$ cat config.mk
export PLATFORM = sky130hd
export DESIGN_NAME = pingpong_seq_ctrl
export DESIGN_NICKNAME = d
export VERILOG_FILES = /design/src/rtl/pp_seq_pkg.sv /design/src/rtl/pp_slot_pending.sv /design/src/rtl/pp_conv_tracker.sv /design/src/rtl/pp_int_line.sv /design/src/rtl/pingpong_seq_ctrl.sv
export SDC_FILE = /design/constraint.sdc
export NUM_CORES = 1
export LEC_CHECK = 0
export BUFFER_PORTS_ARGS = -buffer_cell sky130_fd_sc_hd__buf_2
export CAP_MARGIN = 20
export CORE_AREA = 2 2 105 107
export CTS_BUF_LIST = sky130_fd_sc_hd__clkbuf_8 sky130_fd_sc_hd__clkbuf_16
export DETAILED_ROUTE_END_ITERATION = 16
export DIE_AREA = 0 0 107 109
export PLACE_DENSITY_LB_ADDON = 0.12
export REMOVE_ABC_BUFFERS = 1
export SYNTH_ARGS = -nofsm -noshare
export SYNTH_HDL_FRONTEND = slang
export SYNTH_SLANG_ARGS = --single-unit
export TNS_END_PERCENT = 30
$ cat constraint.sdc
create_clock -name clk -period 4.7 [get_ports clk]
set_input_delay 1.175 -clock clk [delete_from_list [all_inputs] [get_ports clk]]
set_output_delay 1.175 -clock clk [all_outputs]
set_load 0.01 [all_outputs]
$ cat src/rtl/pp_seq_pkg.sv
package pp_seq_pkg;

    typedef enum logic [1:0] {
        S_IDLE   = 2'd0,
        S_SAMPLE = 2'd1,
        S_HOLD   = 2'd2
    } samp_state_e;

    localparam int LINE_UP_TRIG = 0;   // line 1 requests the upper half
    localparam int LINE_LO_TRIG = 1;   // line 2 requests the lower half

endpackage

$ cat src/rtl/pp_slot_pending.sv
module pp_slot_pending #(
    parameter int NUM_SLOTS = 16,
    parameter int SLOT_W    = 4
) (
    input  logic                 clk,
    input  logic                 rst_n,
    input  logic [NUM_SLOTS-1:0] set_mask,
    input  logic                 take,
    input  logic [SLOT_W-1:0]    take_slot,
    output logic                 pend_any,
    output logic [SLOT_W-1:0]    pick_slot
);

    logic [NUM_SLOTS-1:0] pending;
    logic [NUM_SLOTS-1:0] clr_mask;

    always_comb begin
        clr_mask = '0;
        if (take) clr_mask[take_slot] = 1'b1;
    end

    // Requests merge into the bitmap: a slot already pending stays one entry.
    always_ff @(posedge clk or negedge rst_n) begin
        if (!rst_n) pending <= '0;
        else        pending <= (pending & ~clr_mask) | set_mask;
    end

    // Lowest index wins: scan downward so the last hit is the smallest.
    always_comb begin
        pick_slot = '0;
        for (int i = NUM_SLOTS - 1; i >= 0; i--) begin
            if (pending[i]) pick_slot = SLOT_W'(i);
        end
    end

    assign pend_any = |pending;

endmodule

$ cat src/rtl/pp_conv_tracker.sv
module pp_conv_tracker #(
    parameter int SLOT_W      = 4,
    parameter int CONV_CYCLES = 13,
    parameter int CNT_W       = 4
) (
    input  logic              clk,
    input  logic              rst_n,
    input  logic              conv_start,
    input  logic [SLOT_W-1:0] conv_slot,
    input  logic              conv_done,
    output logic              busy,
    output logic [CNT_W-1:0]  remain,
    output logic              eoc_valid,
    output logic [SLOT_W-1:0] eoc_slot
);

    logic [SLOT_W-1:0] slot_q;

    always_ff @(posedge clk or negedge rst_n) begin
        if (!rst_n) begin
            busy   <= 1'b0;
            remain <= '0;
            slot_q <= '0;
        end else if (conv_start) begin
            busy   <= 1'b1;
            remain <= CNT_W'(CONV_CYCLES);
            slot_q <= conv_slot;
        end else if (conv_done) begin
            busy   <= 1'b0;
            remain <= '0;
        end else if (busy && remain != '0) begin
            remain <= remain - 1'b1;
        end
    end

    // A completion always belongs to the conversion in flight.
    assign eoc_valid = conv_done && busy;
    assign eoc_slot  = slot_q;

endmodule

$ cat src/rtl/pp_int_line.sv
module pp_int_line #(
    parameter int SLOT_W = 4
) (
    input  logic              clk,
    input  logic              rst_n,
    input  logic              en,
    input  logic              cont,
    input  logic [SLOT_W-1:0] src,
    input  logic              clr,
    input  logic              eoc_valid,
    input  logic [SLOT_W-1:0] eoc_slot,
    output logic              pulse,
    output logic              flag
);

    logic hit;

    assign hit = en && eoc_valid && (eoc_slot == src);

    always_ff @(posedge clk or negedge rst_n) begin
        if (!rst_n) begin
            pulse <= 1'b0;
            flag  <= 1'b0;
        end else begin
            pulse <= hit && (cont || !flag);
            if (hit)      flag <= 1'b1;
            else if (clr) flag <= 1'b0;
        end
    end

endmodule

$ cat src/rtl/pingpong_seq_ctrl.sv
module pingpong_seq_ctrl
    import pp_seq_pkg::*;
#(
    parameter int NUM_SLOTS    = 16,
    parameter int ACQ_W        = 6,
    parameter int CONV_CYCLES  = 13,
    parameter int OVERLAP_CLKS = 7,
    parameter int SLOT_W       = $clog2(NUM_SLOTS)
) (
    input  logic                       clk,
    input  logic                       rst_n,
    input  logic                       force_go,
    input  logic [NUM_SLOTS-1:0]       force_mask,
    input  logic [1:0]                 int_en,
    input  logic [1:0]                 int_cont,
    input  logic [SLOT_W-1:0]          int1_src,
    input  logic [SLOT_W-1:0]          int2_src,
    input  logic [1:0]                 flag_clr,
    input  logic [NUM_SLOTS*ACQ_W-1:0] acq_win,
    input  logic                       no_overlap,
    output logic                       conv_start,
    output logic [SLOT_W-1:0]          conv_slot,
    input  logic                       conv_done,
    output logic                       sampling,
    output logic [1:0]                 int_pulse,
    output logic [1:0]                 int_flag
);

    localparam int HALF  = NUM_SLOTS / 2;
    localparam int CNT_W = $clog2(CONV_CYCLES + 1);
    localparam logic [NUM_SLOTS-1:0] LO_MASK = {{(NUM_SLOTS - HALF){1'b0}}, {HALF{1'b1}}};
    localparam logic [NUM_SLOTS-1:0] HI_MASK = ~LO_MASK;

    samp_state_e        state, state_nx;
    logic [ACQ_W-1:0]   acq_cnt;
    logic [SLOT_W-1:0]  cur_slot;
    logic [ACQ_W-1:0]   acq_arr [NUM_SLOTS];
    logic [NUM_SLOTS-1:0] set_mask;
    logic               take;
    logic               pend_any;
    logic [SLOT_W-1:0]  pick_slot;
    logic               trk_busy;
    logic [CNT_W-1:0]   trk_remain;
    logic               eoc_valid;
    logic [SLOT_W-1:0]  eoc_slot;
    logic               conv_free;
    logic               may_sample;
    logic [SLOT_W-1:0]  line_src [2];

    for (genvar k = 0; k < NUM_SLOTS; k++) begin : g_acq
        assign acq_arr[k] = acq_win[k*ACQ_W +: ACQ_W];
    end

    assign line_src[LINE_UP_TRIG] = int1_src;
    assign line_src[LINE_LO_TRIG] = int2_src;

    // Force-start and cross-triggers feed the pending bitmap.
    assign set_mask = (force_go ? force_mask : '0)
                    | (int_pulse[LINE_UP_TRIG] ? HI_MASK : '0)
                    | (int_pulse[LINE_LO_TRIG] ? LO_MASK : '0);

    pp_slot_pending #(.NUM_SLOTS(NUM_SLOTS), .SLOT_W(SLOT_W)) u_pend (
        .clk       (clk),
        .rst_n     (rst_n),
        .set_mask  (set_mask),
        .take      (take),
        .take_slot (pick_slot),
        .pend_any  (pend_any),
        .pick_slot (pick_slot)
    );

    pp_conv_tracker #(.SLOT_W(SLOT_W), .CONV_CYCLES(CONV_CYCLES), .CNT_W(CNT_W)) u_trk (
        .clk        (clk),
        .rst_n      (rst_n),
        .conv_start (conv_start),
        .conv_slot  (conv_slot),
        .conv_done  (conv_done),
        .busy       (trk_busy),
        .remain     (trk_remain),
        .eoc_valid  (eoc_valid),
        .eoc_slot   (eoc_slot)
    );

    for (genvar g = 0; g < 2; g++) begin : g_line
        pp_int_line #(.SLOT_W(SLOT_W)) u_line (
            .clk       (clk),
            .rst_n     (rst_n),
            .en        (int_en[g]),
            .cont      (int_cont[g]),
            .src       (line_src[g]),
            .clr       (flag_clr[g]),
            .eoc_valid (eoc_valid),
            .eoc_slot  (eoc_slot),
            .pulse     (int_pulse[g]),
            .flag      (int_flag[g])
        );
    end

    assign conv_free  = !trk_busy || conv_done;
    assign may_sample = conv_free || (!no_overlap && trk_remain <= CNT_W'(OVERLAP_CLKS));

    // State register
    always_ff @(posedge clk or negedge rst_n) begin
        if (!rst_n) state <= S_IDLE;
        else        state <= state_nx;
    end

    // Next state
    always_comb begin
        state_nx = state;
        take     = 1'b0;
        unique case (state)
            S_IDLE: begin
                if (pend_any && may_sample) begin
                    take     = 1'b1;
                    state_nx = S_SAMPLE;
                end
            end
            S_SAMPLE: begin
                if (acq_cnt == '0) state_nx = conv_free ? S_IDLE : S_HOLD;
            end
            S_HOLD: begin
                if (conv_free) state_nx = S_IDLE;
            end
            default: state_nx = S_IDLE;
        endcase
    end

    // Outputs
    always_comb begin
        sampling   = (state == S_SAMPLE);
        conv_slot  = cur_slot;
        conv_start = 1'b0;
        unique case (state)
            S_SAMPLE: conv_start = (acq_cnt == '0) && conv_free;
            S_HOLD:   conv_start = conv_free;
            default:  conv_start = 1'b0;
        endcase
    end

    // Window counter and slot register
    always_ff @(posedge clk or negedge rst_n) begin
        if (!rst_n) begin
            acq_cnt  <= '0;
            cur_slot <= '0;
        end else if (take) begin
            acq_cnt  <= acq_arr[pick_slot];
            cur_slot <= pick_slot;
        end else if (state == S_SAMPLE && acq_cnt != '0) begin
            acq_cnt <= acq_cnt - 1'b1;
        end
    end

endmodule

# After elaboration in Yosys (flattened, before gate mapping)
# Index checks and enable logic that the tools add are counted.
[totals]
ff_bits = 41
inputBits = 131
out_inout_bits = 10
word_cells = 106
[classes]
n_addsub = 2
magnitude_cmp = 4
eq_ne = 7
mux = 44
bitwise_logic = 6
reduce_logical = 32
[ops]
columns = ["operator", "count"]
rows = [
  ["$mux W4", 19],
  ["$mux W16", 3],
  ["$or A16 B16 Y16", 2],
  ["$bmux W6 S4", 1],
  ["$mux W6", 4],
  ["$and A16 B16 Y16", 1],
  ["$not A16 Y16", 1],
  ["$or A16 B8 Y16", 1],
  ["$reduce_or A16 Y1", 1],
  ["$logic_and A1 B1 Y1", 13],
  ["$mux W1", 9],
  ["$eq A4 B4 Y1", 2],
  ["$mux W2", 4],
  ["$mux W8", 1],
  ["$reduce_bool A2 Y1", 4],
  ["$logic_not A6 Y1", 1],
  ["$pmux W2 S3", 1],
  ["$reduce_bool A6 Y1", 1],
  ["$sub A6 B1 Y6 const B", 1],
  ["$ge A5 B5 Y1 const B", 1],
  ["$lt A4 B5 Y1 const B", 1],
  ["$not A4 Y5", 1],
  ["$demux W1 S4", 1],
  ["$ge A4 B1 Y1 const B", 1],
  ["other kinds (13)", 20],
]

# Longest topological paths before layout
[logic_depth]
depth_word = 24
ltp_mapped = 12
depth_no_buf = 11

# Hierarchy
# Synthesis repeated with hierarchy kept, for this count alone.
[hier_totals]
hier_cells = 312
area_unflattened_um2 = 3185.6
[by_module_without_submodules]
columns = ["module", "n_inst", "cells_per_inst", "area_per_inst_um2", "seq_area_each_um2"]
rows = [
  ["pingpong_seq_ctrl", 1, 162, 1650.3, 300.3],
  ["pp_slot_pending", 1, 89, 858.3, 400.4],
  ["pp_conv_tracker", 1, 37, 439.2, 225.2],
  ["pp_int_line", 2, 12, 118.9, 50.0],
]

# Least setup slack after synthesis
# No wires, ideal clock.
[synth_path]
kind = "register to output"
start = "register acq_cnt[0]"
end = "output port conv_start"
arrival_time_ns = 1.888
required_ns = 3.525
setup_slack_ns = 1.637
stages_incl_launch_ff = 11
path_buffers = 1
path_cell_list = "dfrtp_1 -> inv_1 -> ha_1 -> clkinv_1 -> or3_1 -> nor3_1 -> and2_1 -> o21ai_1 -> or2_2 -> clkbuf_1 -> inv_2"
[synth_between]
elab_chain_len = 3
[synth_rtl]
columns = ["item", "line_no", "text"]
rows = [
  ["from (decl)", "pingpong_seq_ctrl.sv:35", "logic [ACQ_W-1:0] acq_cnt;"],
  ["from (signal assigned)", "pingpong_seq_ctrl.sv:147", "acq_cnt <= acq_arr[pick_slot];"],
  ["from (signal assigned)", "pingpong_seq_ctrl.sv:150", "acq_cnt <= acq_cnt - 1'b1;"],
  ["$logic_not A6 Y1", "pingpong_seq_ctrl.sv:135", "S_SAMPLE: conv_start = (acq_cnt == '0) && conv_free;"],
  ["$logic_and A1 B1 Y1", "pingpong_seq_ctrl.sv:135", ""],
  ["$pmux W1 S2", "pingpong_seq_ctrl.sv:134", "unique case (state)"],
  ["to (decl)", "pingpong_seq_ctrl.sv:21", "output logic conv_start,"],
]
# No other way between the ends.

# Final worst setup path
# Ends and elaborated chain as after synthesis.

==> flow_summary_export.csv <==
group,metric,value,unit
cts,cts_tree,"done",
synth,synth_common_cells,"nand2_1 (46), dfrtp_1 (41), mux2i_1 (35), nor2_1 (26), o21ai_0 (23)",
power_and_ir_drop,peakVddDrop,144,uV
drt,drt-wirelength-per-cell,16.4,um
drt,drt-initial-drc-count,145,
drt,viasPerCell,5.10,
setup_path,r2r-start,"u_pend.pending[5]",
cts,cts_buffer_depth,2,
die,initial_core_util,0.294,
cts,hold_buffers,0,
synth,async_flop_share,1.00,
die,rows,38,
grt,antenna_found_initial,0,
sta,fmaxAchievable,0.279,GHz
sta,hold_viol,0,
cts,cts_made_buffers,5,
cts,cts_setup_buffers,0,
job,maxCapViolCount,0,
layout,num-nets-final,623,
setup_path,crit_path_start,"acq_cnt[0]",
setup_path,end_kind,"primary output",
drt,finalWirelength,10300,um
synth,synthCells,355,
synth,synth_cell_type_count,64,
layout,fillCellCount,1144,
hold_path,hold_path.class,"reg -> reg",
sta,relSlewSlack,0.370,
sta,finalSetupViolations,0,
layout,final_cell_area,4000,um^2
setup_path,path_max_fanout,8,
synth,synth_xor_area_frac,0.0393,
synth,synthTopCellsByArea,"dfrtp_1 (33%), mux2i_1 (11%), nand2_1 (5.5%)",
outcome,status,"finished, final reports clean",
cts,clkTransAtPathRegs,0.08,ns
layout,final-seq-area,1030,um^2
grt,grt_usage,0.178,
sta,rsz0062_at_grt,"no",
cts,h-tree-depth,2,
layout,multi_input_area,1920,um^2
placement,gp_congestion,0.791,
synth,synth-adder-area-share,0.0241,
sta,finalSetupTns,0,ns
sta,fin_skew,0.00608,ns
sta,timing.final.max_slew_violations,0,
placement,placed_cell_area,3920,um^2
drt,drc,0,
cts,root_buffer,"clkbuf_8",
layout,drive_gt1_frac,0.355,
setup_path,cp.required,3.52,ns
setup_path,worstSetupPathType,"reg -> out",
grt,grt_pass1_wl,16200,um
layout,diodes,0,
die,die_area,11700,um^2
die,fp.coreArea,10600,um^2
drt,detail-route-antenna-nets,0,
synth,synth-compound-area-share,0.225,
hold_path,worstHoldStart,"g_line[0].u_line.flag",
sta,worst_pin_slew,0.945,ns
cts,cts_sinks,41,
drt,vias,3195,
synth,muxShareOfSynthArea,0.127,
synth,yosys.area.top_type,"dfrtp_1",
power_and_ir_drop,powerDensity,398,nW/um^2
synth,synth_edf_count,0,
synth,yosys_warnings,0,
placement,place_inst,619,
layout,finalNonFillerCells,627,
die,die_w,107,um
die,ioPinCount,141,
grt,grt-ovfl-total,0,
grt,grt_max_degree,42,
placement,numPortBuffers,140,
synth,syn_area_per_cell,8.78,um^2
grt,grt_pass1_vias,3101,
placement,dpl.hpwl,8120,um
die,dieHeight,109,um
cts,ctsResizeCount,0,
synth,synth-main-ff-cell,"dfrtp_1",
sta,whs,0.465,ns
synth,ys_seq_area_frac,0.329,
sta,min_period,3.58,ns
sta,period_share,0.762,
synth,ys_seq_elements,41,
drt,detail_route.first_pass.iterations,5,
synth,synth_simple_gate_area_frac,0.199,
synth,synth_top_family_by_area,"compound AO/OA/AOI/OAI gates",
power_and_ir_drop,power_leakage,0.00191,uW
layout,area_growth,28.3,%
synth,yosys.area.top_type_share,0.329,
synth,syn_area,3120,um^2
setup_path,cp-start-kind,"flop",
cts,clk_latency,0.30,ns
setup_path,cp.arrival,2.40,ns
synth,synth_most_common_cell,"nand2_1",
==> sequential cells by signal (all words and copies together), names as in the netlist <==
name                 flops
u_pend.pending          16
acq_cnt                  6
g_line.u_line.flag       2
state                    2
conv_slot                4
g_line.u_line.pulse      2
u_trk.busy               1
u_trk.remain             4
u_trk.eoc_slot           4
==> final timing paths <==
path | endpoint | slack (ns) | cells after the start
min in group asynchronous | u_pend.pending[9] | 1.02 | 1
max reg2reg | acq_cnt[1] | 1.88 | 8
max | conv_start | 1.12 | 10
min reg2reg | g_line[0].u_line.pulse | 0.46 | 1
max in group asynchronous | acq_cnt[5] | 3.09 | 1
min | g_line[0].u_line.pulse | 0.46 | 1
==> critical path, cell delays in order (launching register included) <==
cell and delay [ns]:
dfrtp_1 0.37, inv_1 0.09, ha_1 0.16, clkinv_1 0.06
or3_1 0.35, nor3_1 0.18, and2_1 0.19, o21ai_1 0.07
or2_2 0.37, inv_2 0.12, buf_2 0.14
==> per-stage QoR <==
stage               power, uW  utilization  worst slack, ns
floorplan                1070            -             1.73
global placement         1360        0.369             1.49
detailed placement       1370        0.369             1.43
CTS                      1610        0.377             1.09
global route             1720        0.377            0.966
finish                   1590        0.377             1.12
==> logic make-up (layout without fill, tap and decap cells) <==
family / count (synthesis) / in the layout
simple gates: 122 / 122
mux: 39 / 39
buf+inv: 36 / 168
xor+xnor: 14 / 14
fa+ha+maj: 6 / 6
flops: 41 / 41
compound gates: 97 / 97
==> power by group <==
group | switching, uW | internal (uW) | total [uW]
Clock | 133 | 103 | 236
Combinational | 470 | 369 | 838
Sequential | 87.8 | 430 | 518
==> per-layer routing <==
metal | share of wire | up-vias | track usage
li1 | - | 1570 | -
met1 | 0.47 | 1524 | 0.255
met2 | 0.46 | 90 | 0.276
met3 | 0.057 | 11 | 0.0365
met4 | 0.012 | 0 | 0.0445
met5 | 0 | - | 0
==> layout by cell type (no fill, tap or decap), types with 2 or more instances in the layout <==
cell type	Yosys	routed
nor3_1	6	6
nor2b_1	4	4
a222oi_1	3	3
a21o_1	2	2
xnor2_1	8	8
nand2b_1	4	4
o21ai_0	23	23
nor4_1	3	3
a31oi_1	4	4
o21ai_1	5	5
clkinv_2	0	2
and2_1	4	4
buf_4	6	4
clkbuf_8	0	5
xor2_1	6	6
nand2_1	46	46
nand2_2	2	2
mux2i_1	35	35
and3_1	2	2
mux2_2	3	3
buf_2	3	140
nor4_2	3	3
inv_1	14	14
a22oi_1	4	4
or3_1	5	5
dfrtp_1	41	41
nand4_1	4	4
or4_1	2	2
nor2_1	26	26
o22ai_1	7	7
or2_2	2	2
ha_1	6	6
a221o_1	14	14
a21oi_1	16	16
nand3_1	3	3
==> final cells by class <==
cell class	count	share of cell area
Inverter	16	0.0150
Multi-Input combinational cell	278	0.481
Clock buffer	5	0.0172
Sequential cell	41	0.256
Clock inverter	3	0.00438
Tap cell	140	0.0438
Timing Repair Buffer	144	0.183
No activity file was read; power rests on OpenSTA's default activity.
